==> src/rtl/rwb_pkg.sv <==
package rwb_pkg;
  localparam int WORD_W        = 64;
  localparam int BE_W          = WORD_W / 8;
  localparam int SZ_W          = 4;
  localparam int CTL_RD_BIT    = 48;
  localparam int CTL_SZ_LSB    = 56;
  localparam int STAT_DONE_BIT = 11;
  localparam int STAT_DAT_LSB  = 26;

  typedef enum logic [1:0] {
    REG_CTRL = 2'd0,
    REG_RST  = 2'd1,
    REG_STAT = 2'd2,
    REG_DATA = 2'd3
  } reg_idx_t;

  typedef enum logic {
    XS_IDLE = 1'b0,
    XS_WAIT = 1'b1
  } xs_t;
endpackage

==> src/rtl/rwb_decode.sv <==
module rwb_decode
  import rwb_pkg::*;
(
  input  logic            host_valid,
  input  logic            host_we,
  input  logic [BE_W-1:0] host_be,
  input  logic [1:0]      sel_bits,
  output logic            acc_wr,
  output logic            acc_rd,
  output reg_idx_t        idx
);
  logic accepted;

  assign accepted = host_valid && (&host_be);
  assign acc_wr   = accepted && host_we;
  assign acc_rd   = accepted && !host_we;
  assign idx      = reg_idx_t'(sel_bits);
endmodule

==> src/rtl/rwb_byteswap.sv <==
module rwb_byteswap #(
  parameter int BYTES = 4
) (
  input  logic [8*BYTES-1:0] din,
  output logic [8*BYTES-1:0] dout
);
  for (genvar k = 0; k < BYTES; k++) begin : g_lane
    assign dout[8*k +: 8] = din[8*(BYTES-1-k) +: 8];
  end
endmodule

==> src/rtl/rwb_xact.sv <==
module rwb_xact
  import rwb_pkg::*;
#(
  parameter int BUS_AW  = 32,
  parameter int BUS_DW  = 32,
  parameter int TIMEOUT = 64
) (
  input  logic              clk,
  input  logic              rst,
  input  logic              launch,
  input  logic              launch_rd,
  input  logic [BUS_AW-1:0] launch_addr,
  input  logic [SZ_W-1:0]   launch_size,
  input  logic [BUS_DW-1:0] launch_wdata,
  output logic              bus_req,
  output logic              bus_we,
  output logic [BUS_AW-1:0] bus_addr,
  output logic [SZ_W-1:0]   bus_size,
  output logic [BUS_DW-1:0] bus_wdata,
  input  logic              bus_ack,
  input  logic              bus_err,
  output logic              busy,
  output logic              done,
  output logic              done_ok,
  output logic              done_rd
);
  localparam int TW = $clog2(TIMEOUT + 1);

  xs_t           state;
  logic [TW-1:0] tmr;
  logic          expire;

  assign busy    = (state == XS_WAIT);
  assign expire  = (tmr == TW'(TIMEOUT - 1));
  assign done    = busy && (bus_ack || bus_err || expire);
  assign done_ok = bus_ack && !bus_err;
  assign done_rd = !bus_we;

  always_ff @(posedge clk) begin
    if (rst) begin
      state     <= XS_IDLE;
      bus_req   <= 1'b0;
      bus_we    <= 1'b0;
      bus_addr  <= '0;
      bus_size  <= '0;
      bus_wdata <= '0;
      tmr       <= '0;
    end else begin
      case (state)
        XS_IDLE: begin
          if (launch) begin
            state     <= XS_WAIT;
            bus_req   <= 1'b1;
            bus_we    <= !launch_rd;
            bus_addr  <= launch_addr;
            bus_size  <= launch_size;
            bus_wdata <= launch_wdata;
            tmr       <= '0;
          end
        end
        XS_WAIT: begin
          if (done) begin
            state   <= XS_IDLE;
            bus_req <= 1'b0;
          end else begin
            tmr <= tmr + 1'b1;
          end
        end
        default: state <= XS_IDLE;
      endcase
    end
  end
endmodule

==> src/rtl/rwb_top.sv <==
module rwb_top
  import rwb_pkg::*;
#(
  parameter int HOST_AW = 8,
  parameter int BUS_AW  = 32,
  parameter int BUS_DW  = 32,
  parameter int TIMEOUT = 64
) (
  input  logic               clk,
  input  logic               rst,
  input  logic               host_valid,
  input  logic               host_we,
  input  logic [7:0]         host_be,
  input  logic [HOST_AW-1:0] host_addr,
  input  logic [63:0]        host_wdata,
  output logic               host_rvalid,
  output logic [63:0]        host_rdata,
  output logic               bus_req,
  output logic               bus_we,
  output logic [BUS_AW-1:0]  bus_addr,
  output logic [3:0]         bus_size,
  output logic [BUS_DW-1:0]  bus_wdata,
  input  logic               bus_ack,
  input  logic               bus_err,
  input  logic [BUS_DW-1:0]  bus_rdata,
  output logic               busy
);
  localparam int NBYTES = BUS_DW / 8;

  logic              acc_wr, acc_rd;
  reg_idx_t          idx;
  logic [BUS_DW-1:0] data_q;
  logic [63:0]       stat_q;
  logic [BUS_DW-1:0] data_swapped, rd_swapped;
  logic              launch, done, done_ok, done_rd;
  logic [63:0]       stat_new;

  rwb_decode u_dec (
    .host_valid (host_valid),
    .host_we    (host_we),
    .host_be    (host_be),
    .sel_bits   (host_addr[4:3]),
    .acc_wr     (acc_wr),
    .acc_rd     (acc_rd),
    .idx        (idx)
  );

  rwb_byteswap #(.BYTES(NBYTES)) u_wswap (.din(data_q),    .dout(data_swapped));
  rwb_byteswap #(.BYTES(NBYTES)) u_rswap (.din(bus_rdata), .dout(rd_swapped));

  assign launch = acc_wr && (idx == REG_CTRL) && !busy;

  rwb_xact #(
    .BUS_AW  (BUS_AW),
    .BUS_DW  (BUS_DW),
    .TIMEOUT (TIMEOUT)
  ) u_xact (
    .clk          (clk),
    .rst          (rst),
    .launch       (launch),
    .launch_rd    (host_wdata[CTL_RD_BIT]),
    .launch_addr  (host_wdata[BUS_AW-1:0]),
    .launch_size  (host_wdata[CTL_SZ_LSB +: SZ_W]),
    .launch_wdata (data_swapped),
    .bus_req      (bus_req),
    .bus_we       (bus_we),
    .bus_addr     (bus_addr),
    .bus_size     (bus_size),
    .bus_wdata    (bus_wdata),
    .bus_ack      (bus_ack),
    .bus_err      (bus_err),
    .busy         (busy),
    .done         (done),
    .done_ok      (done_ok),
    .done_rd      (done_rd)
  );

  always_comb begin
    stat_new                = '0;
    stat_new[STAT_DONE_BIT] = 1'b1;
    if (done_rd) begin
      stat_new[STAT_DAT_LSB +: BUS_DW] = done_ok ? rd_swapped : '1;
    end
  end

  always_ff @(posedge clk) begin
    if (rst) begin
      data_q      <= '0;
      stat_q      <= '0;
      host_rvalid <= 1'b0;
      host_rdata  <= '0;
    end else begin
      if (acc_wr && idx == REG_DATA) begin
        data_q <= host_wdata[63 -: BUS_DW];
      end
      if (done) begin
        stat_q <= stat_new;
      end else if (acc_rd && idx == REG_STAT) begin
        stat_q <= '0;
      end
      host_rvalid <= acc_rd;
      if (acc_rd) begin
        case (idx)
          REG_STAT: host_rdata <= stat_q;
          REG_DATA: host_rdata <= {data_q, {(64-BUS_DW){1'b0}}};
          default:  host_rdata <= '0;
        endcase
      end
    end
  end
endmodule

==> config.mk <==
export PLATFORM = sky130hd
export DESIGN_NAME = rwb_top
export DESIGN_NICKNAME = d
export VERILOG_FILES = /design/src/rtl/rwb_pkg.sv /design/src/rtl/rwb_decode.sv /design/src/rtl/rwb_byteswap.sv /design/src/rtl/rwb_xact.sv /design/src/rtl/rwb_top.sv
export SDC_FILE = /design/constraint.sdc
export NUM_CORES = 1
export LEC_CHECK = 0
export BUFFER_PORTS_ARGS = -buffer_cell sky130_fd_sc_hd__buf_4
export CAP_MARGIN = 5
export CORE_MARGIN = 2
export CORE_UTILIZATION = 45
export DETAILED_ROUTE_END_ITERATION = 8
export PLACE_DENSITY = 0.8
export SLEW_MARGIN = 20
export SYNTH_ARGS = -nofsm -noshare
export SYNTH_HDL_FRONTEND = slang
export SYNTH_SLANG_ARGS = --single-unit
==> constraint.sdc <==
create_clock -name clk -period 2 [get_ports clk]
set_input_delay 0.1 -clock clk [delete_from_list [all_inputs] [get_ports clk]]
set_output_delay 0.1 -clock clk [all_outputs]
set_load 0.05 [all_outputs]
==> results by group, run 1 <==
Floorplanning
  • Die outline area: 16500 um^2
  • Starting density of the core: 46.0%
  • # rows: 45
  • I/O pin count: roughly 250
  • Die H: around 130 um
  • X dimension of the die: between 100 and 150 um
  • Core area: 15100 um^2

Status
  • Outcome: finished, final reports clean

Detailed routing
  • First-pass iteration count of the detailed router: 5
  • First-iteration detailed-routing DRC count: 501
  • Post-detailed-route via-to-cell ratio: about 5.3
  • Avg WL per Cell: 16.8 um
  • Total number of vias: just over 7000
  • Routed wire length: 22.6 mm
  • Number of DRC violations after detailed routing: 0
  • Post-route ant nets: 0

Critical path
  • Launch point of the worst reg-to-reg path: u_xact.busy
  • Number of cell instances on the worst register-to-register path: 6
  • R2r setup slk: 0.09 ns
  • CP Launch Type: flip-flop
  • Critical path peak fanout: 70
  • Terminus of the critical flop-to-flop path: u_xact.bus_addr[13]
  • Critical path arrival: 2.27 ns
  • Endpoint kind of the worst setup timing path: flip-flop
  • Category of the critical setup timing path: flip-flop to flip-flop
  • Capture point of the critical path: u_xact.bus_addr[13]
  • Data required time at the worst endpoint: 2.36 ns
  • Critical path launch point: u_xact.busy

Clocking
  • Clock tree root buffer cell: sky130_fd_sc_hd__clkbuf_16
  • H-tree depth: 4
  • Number of buffers inserted during clock tree synthesis: 17
  • Post-CTS clock slew at the launch and capture registers of the worst setup and hold paths: 0.07 ns
  • Clock tree sinks: 183
  • CTS tree: done
  • Clock buffer depth: 2
  • Clock latency reported for the late side of the worst-skew pair: 0.42 ns

Global routing
  • Global route total overflow: 0
  • Vias in the first global route: approximately 7200
  • Aggregate global-route resource usage: 27.1%
  • Number of antenna violations at the first check in global routing: 0
  • First-pass GRT wire length: 35.3 mm
  • Largest net degree at the start of global routing: around 70

Min path
  • Class of the worst hold path: primary input to flip-flop

Logic synthesis
  • Count of warnings emitted by yosys: 0
  • Yosys reg bits: approximately 180
  • Summed instance area of the synthesized netlist: 6970 um^2
  • Largest area contributor in the netlist: sky130_fd_sc_hd__dfxtp_1
  • Share of synthesized cell area in and, or, nand and nor gates: 19.1%
  • Post-synthesis average cell area: 8.31 um^2
  • Number of unique standard cell types used by synthesis: 46
  • Share of Yosys cell area claimed by the top area cell type: between 50% and 60%
  • Multiplexer share of the synthesized area: 1.29%
  • Main combinational cell family by area after synthesis: compound AO/OA/AOI/OAI gates
  • Synthesized instance count: 839
  • Synth Area in Compound Gates: 19.1%
  • Share of the synthesized netlist area taken by xor and xnor gates: less than 1%
  • Sequential-to-total area share from yosys stat: 52.5%
  • Top area cells in the synthesized netlist: sky130_fd_sc_hd__dfxtp_1 53%, sky130_fd_sc_hd__nand2_1 14%, sky130_fd_sc_hd__a21oi_1 11%, sky130_fd_sc_hd__buf_4 2.8%, sky130_fd_sc_hd__clkbuf_1 2.8%
  • Adder-cell share of the synthesized area: 0.179%

Cells and area
  • Number of cells in the finished layout apart from fillers: 1346
  • Post-layout instance area: 10400 um^2
  • Final core utilization: 68.6%
  • Fin nets: about 1300
  • Proportion of layout cells with a drive suffix above 1: between 20% and 30%
  • Area growth from synthesis to layout: 49.1%
  • Total inserted antenna cells: 0

Placement
  • Routability Congestion: 0.770
  • Total instance count after detailed placement: approximately 1200
  • Quantity of I/O buffers inserted on ports: 222
  • Placed standard-cell area: a little under 9000 um^2
  • Final HPWL from detailed placement: 13.7 mm

STA
  • Post-route clock period utilization: a little over nine tenths
  • Post-route minimum period: 1.91 ns
  • Relative slew margins: 57.0%
  • Final Hold Vio Count: 0
  • Final Setup Violations: 0
  • Max-slew violation total from the final report: 0
  • Worst Tran Pin Value: 0.645 ns
  • Final clock skew: ~0.0087 ns
  • Maximum operating frequency: 524 MHz
  • RSZ-0062 raised after global routing: no

Flow run
  • Count of maximum capacitance violations: 0

Power
  • Peak VDD IR: 0.520 mV
  • Total power: 7.63 mW
  • P per Cell Area: 733 nW/um^2
  • Leakage component of the power: roughly 4.2 nW
## state kept, by name, indices dropped and copies added, names as in the netlist
| name | cells |
|---|---|
| u_xact.bus_size | 4 |
| u_xact.busy | 1 |
| data_q | 32 |
| u_xact.tmr | 7 |
| u_xact.bus_wdata | 32 |
| host_rvalid | 1 |
| host_rdata | 39 |
| stat_q | 33 |
| u_xact.bus_addr | 32 |
| u_xact.bus_req | 1 |
| u_xact.bus_we | 1 |
## cell usage in the layout, fill, tap and decap left out, types with 3 or more instances in the layout
| cell | count |
|---|---|
| sky130_fd_sc_hd__nor4_4 | 3 |
| sky130_fd_sc_hd__mux2i_1 | 9 |
| sky130_fd_sc_hd__o21ai_1 | 3 |
| sky130_fd_sc_hd__clkbuf_1 | 6 |
| sky130_fd_sc_hd__or4_1 | 3 |
| sky130_fd_sc_hd__buf_4 | 253 |
| sky130_fd_sc_hd__nand3_1 | 14 |
| sky130_fd_sc_hd__buf_12 | 4 |
| sky130_fd_sc_hd__nand2_1 | 268 |
| sky130_fd_sc_hd__o21ai_0 | 9 |
| sky130_fd_sc_hd__o32ai_1 | 17 |
| sky130_fd_sc_hd__inv_1 | 20 |
| sky130_fd_sc_hd__conb_1 | 25 |
| sky130_fd_sc_hd__a21oi_1 | 152 |
| sky130_fd_sc_hd__a32oi_1 | 18 |
| sky130_fd_sc_hd__dfxtp_1 | 182 |
| sky130_fd_sc_hd__clkbuf_16 | 18 |
| sky130_fd_sc_hd__dlygate4sd3_1 | 95 |
| sky130_fd_sc_hd__o2bb2ai_1 | 15 |
| sky130_fd_sc_hd__nor3_1 | 4 |
## synth_stat cells, drive strengths merged
library cell	instances
nand2	268
dfxtp	183
a21oi	152
clkbuf	52
buf	37
inv	20
a32oi	18
o32ai	17
o2bb2ai	15
nand3	14
o21ai	12
mux2i	9
nor4	5
nor3	4
or4	4
a31oi	2
and2	2
nand2b	2
nand4	2
o21a	2
o31ai	2
or3b	2
conb	1
ha	1
nand3b	1
nand4bb	1
nor2	1
nor2b	1
nor3b	1
nor4b	1
o211ai	1
o41a	1
o41ai	1
or2	1
or3	1
or4b	1
xnor2	1
## layout make-up
class	count	area (um^2)
Clock buffer	26	500
Clock inverter	6	88.8
Fill cell	1106	4750
Inverter	20	75.1
Multi-Input combinational cell	571	2900
Sequential cell	183	3670
Tap cell	188	235
Timing Repair Buffer	352	2930
## per-layer routing
| metal | up-vias | GRT usage [%] | routed length [um] |
|---|---|---|---|
| li1 | 3406 | - | - |
| met1 | 3339 | 31.7 | 9020 |
| met2 | 323 | 47.7 | 11300 |
| met3 | 48 | 6.53 | 1640 |
| met4 | 0 | 11.1 | 592 |
| met5 | - | 0 | 0 |
## where the power goes
group / total [mW] / switching, mW / internal (mW)
combinational: 0.628 / 0.322 / 0.306
sequential: 3.64 / 0.000281 / 3.64
clock: 3.35 / 1.37 / 1.99
## worst max-delay path: stages, from the launching register on
cell	delay (ns)
sky130_fd_sc_hd__dfxtp_4	0.34
sky130_fd_sc_hd__or4b_4	0.48
sky130_fd_sc_hd__buf_4	0.16
sky130_fd_sc_hd__nor4_4	0.17
sky130_fd_sc_hd__buf_12	0.35
sky130_fd_sc_hd__nand2_1	0.16
sky130_fd_sc_hd__a21oi_1	0.15
## timing repair
action,4_1_cts,5_1_grt
hold buffers,95,0
buffers inserted,0,0
gates resized for setup,1,0
hold endpoints to repair,100,0
setup endpoints to repair,2,0
## kinds of logic after synthesis
logic type,after synthesis
AND/OR/NAND/NOR,312
flip-flops,183
XOR/XNOR,1
other,1
buffers and inverters,109
adder cells (fa/ha/maj),1
AO/OA/AOI/OAI,223
multiplexers,9
## worst min path at each step
stage | start | end | depth (start not counted)
after floorplan | host_wdata[32] | data_q[0] | 2
after global placement | host_wdata[20] | u_xact.bus_addr[20] | 3
after detailed placement | host_wdata[26] | u_xact.bus_addr[26] | 3
after CTS | bus_rdata[16] | stat_q[34] | 3
after global routing | bus_rdata[16] | stat_q[34] | 3
final | bus_rdata[16] | stat_q[34] | 3
## through the flow
stage / hold slack, ns / TNS (ns) / setup slack, ns
6_report: 0.0330 / 0 / 0.0906
5_1_grt: 0.0244 / 0 / 0.00887
4_1_cts: 0.0160 / 0 / 0.109
3_5_place_dp: 0.361 / -0.0524 / -0.0460
3_3_place_gp: 0.356 / -0.0553 / -0.0553
2_1_floorplan: 0.240 / 0 / 0.0323
No activity file was read; power rests on OpenSTA's default activity.
==> run 2, diff against run 1 <==
BUFFER_PORTS_ARGS = default   (was -buffer_cell sky130_fd_sc_hd__buf_4)
CORE_UTILIZATION = 56   (was 45)
DONT_BUFFER_PORTS = 1   (was default)
PLACE_DENSITY = 0.77   (was 0.8)
==> results by group, run 2 (synthesis gave the netlist of run 1 again) <==
Detailed routing
  • First-pass iteration count of the detailed router: 6 (+1)
  • First-iteration detailed-routing DRC count: 684 (+37%)
  • Avg WL per Cell: 18.9 um (+13%)
  • Number of DRC violations after detailed routing: 0 (unchanged)
  • Post-route ant nets: 0 (unchanged)
  • Total number of vias: 6571 (-7.7%)
  • Routed wire length: 21.2 mm (-5.9%)
  • Post-detailed-route via-to-cell ratio: 5.86 (+11%)

Clocking
  • Post-CTS Repair Setup Buffers: 0 (unchanged)
  • Clock latency reported for the late side of the worst-skew pair: 0.43 ns (about the same)
  • CTS tree: done
  • Clock buffer depth: 2 (unchanged)
  • Number of buffers inserted during clock tree synthesis: 17 (unchanged)
  • H-tree depth: 4 (unchanged)
  • Clock tree root buffer cell: sky130_fd_sc_hd__clkbuf_16
  • Post-CTS clock slew at the launch and capture registers of the worst setup and hold paths: 0.06 ns (about the same)
  • Clock tree sinks: 183 (unchanged)

STA
  • Max-slew violation total from the final report: 0 (unchanged)
  • RSZ-0062 raised after global routing: no
  • Post-route minimum period: 1.92 ns (+0.0128 ns)
  • Relative slew margins: 57.0% (about the same)
  • Maximum operating frequency: 520 MHz (-0.66%)
  • Final Setup Violations: 0 (unchanged)
  • Worst Hold Margin: -0.0247 ns (-0.0577 ns)
  • Final clock skew: 0.00853 ns (-0.000154 ns)
  • Worst Tran Pin Value: 0.646 ns (+0.000493 ns)
  • Post-route clock period utilization: 96.1% (+0.64 points)
  • Final Hold Vio Count: 2 (+2)
  • Final sum of negative setup slack: 0 ns (unchanged)

Global routing
  • Global route total overflow: 0 (unchanged)
  • Number of antenna violations at the first check in global routing: 1 (+1)
  • First-pass GRT wire length: 28.9 mm (-18%)
  • Aggregate global-route resource usage: 27.9% (+0.86 points)
  • Vias in the first global route: 5923 (-18%)
  • Largest net degree at the start of global routing: 145 (+100%)

Floorplanning
  • Die H: 116 um (-10%)
  • # rows: 40 (-11%)
  • Die outline area: 13400 um^2 (-19%)
  • I/O pin count: 254 (unchanged)
  • X dimension of the die: 116 um (-10%)
  • Core area: 12100 um^2 (-20%)
  • Starting density of the core: 57.8% (+12 points)

Placement
  • Final HPWL from detailed placement: 11.9 mm (-13%)
  • Quantity of I/O buffers inserted on ports: 0 (-100%)
  • Routability Congestion: 0.899 (+17%)
  • Placed standard-cell area: 7110 um^2 (-20%)

Cells and area
  • Post-layout instance area: 8970 um^2 (-14%)
  • Proportion of layout cells with a drive suffix above 1: 7.67% (-18 points)
  • Commonest cells after routing, fill and taps aside: 268 x sky130_fd_sc_hd__nand2_1, 182 x sky130_fd_sc_hd__dfxtp_1, 152 x sky130_fd_sc_hd__a21oi_1
  • Most frequent standard cell in the layout excluding fill and tap cells: sky130_fd_sc_hd__nand2_1
  • Number of flip-flops under the largest register name: 39 (unchanged)
  • Final core utilization: 74.3% (+5.7 points)
  • Registers with the most flip-flops: host_rdata: 39 flops, stat_q: 33 flops
  • Area growth from synthesis to layout: 28.6%
  • Fin nets: 1059 (-16%)
  • Register ranked first by flip-flop count: host_rdata

Power
  • Relative contribution of combinational cells to total power: 5.2% (-3.0 points)
  • Peak VDD IR: 0.575 mV (+10%)
  • Net Sw Frac: 21.7% (-0.46 points)
  • Leakage component of the power: 3.33 nW (-21%)
  • Net switching power of the design: 1.60 mW (-5.2%)
  • Internal power consumption: 5.78 mW (-2.6%)
  • Clock network power share: 45.4% (+1.4 points)
  • P per Cell Area: 823 nW/um^2 (+12%)
  • Part of the total power dissipated in sequential elements: 49.4% (+1.6 points)

Status
  • Violations in the final reports: hold timing
  • Outcome: finished with violations

Critical path
  • Critical path arrival: 2.22 ns (-0.05 ns)
  • Category of the critical setup timing path: flip-flop to flip-flop
  • Data required time at the worst endpoint: 2.29 ns (-0.07 ns)
  • Critical path peak fanout: 24 (-66%)
  • CP Launch Type: flip-flop
  • Endpoint kind of the worst setup timing path: flip-flop

Min path
  • Class of the worst hold path: primary input to flip-flop

Flow run
  • Count of maximum capacitance violations: 0 (unchanged)
[run 2: changes by cell type in the layout (fill, tap and decap cells not counted), sizes merged]
cell / previous run / this run
buf: 257 / 30
bufbuf: 0 / 1
clkbuf: 26 / 24
diode: 0 / 1
dlygate4sd3: 95 / 116
inv: 20 / 21
[run 2: worst max-delay path, cell delays in order, from the launching register on]
cell	delay (ns)
sky130_fd_sc_hd__dfxtp_4	0.34
sky130_fd_sc_hd__or4b_4	0.48
sky130_fd_sc_hd__or4_4	0.46
sky130_fd_sc_hd__bufbuf_16	0.33
sky130_fd_sc_hd__nand2_1	0.09
sky130_fd_sc_hd__a21oi_1	0.09
[run 2: stage by stage]
step           setup slack (ns)  cells  power, mW
2_1_floorplan            0.0323    863       3.99
3_3_place_gp            -0.0204    970       3.93
3_5_place_dp            -0.0230    970       3.93
4_1_cts                  0.0473   1065       7.26
5_1_grt                  0.0153   1120       7.57
6_report                 0.0779   1121       7.38
[run 2: path summary, 6_finish.rpt]
check | depth (start not counted) | start | endpoint | slack (ns)
max reg2reg | 5 | u_xact.busy | u_xact.bus_size[3] | 0.08
max | 5 | u_xact.busy | u_xact.bus_size[3] | 0.08
min reg2reg | 2 | u_xact.bus_wdata[3] | u_xact.bus_wdata[3] | 0.46
min | 3 | bus_err | u_xact.tmr[2] | -0.02
[run 2: cell type report]
| type | count | area, um^2 |
|---|---|---|
| timing repair buffer | 147 | 1490 |
| tap | 168 | 210 |
| sequential | 183 | 3670 |
| fill | 826 | 3090 |
| inverter | 20 | 75.1 |
| antenna | 1 | 2.50 |
| clock buffer | 24 | 502 |
| multi-input combinational | 571 | 2930 |
| clock inverter | 7 | 91.3 |
[run 2: power groups by stage]
| stage | Combinational [mW] | Sequential, mW | Clock [mW] |
|---|---|---|---|
| floorplan | 0.262 | 3.73 | 0 |
| global placement | 0.201 | 3.73 | 0 |
| detailed placement | 0.204 | 3.73 | 0 |
| CTS | 0.249 | 3.64 | 3.37 |
| global route | 0.400 | 3.64 | 3.53 |
| finish | 0.384 | 3.64 | 3.36 |
[run 2: timing repair]
item,in CTS,in global routing
pin swaps,0,0
setup endpoints to repair,20,17
hold buffers,63,55
gates cloned,1,0
gates resized for setup,3,2
endpoints found under the hold margin,166,110
[run 2: metal layers]
metal  wire, um  vias up  part of all wire [%]  track usage [%]
li1           -     3002                     -                -
met2      10400      397                    49             46.5
met4        733        0                   3.5             12.6
met5          0        -                     0                0
met3       2180       82                    10             9.99
met1       7940     3090                    37             32.3
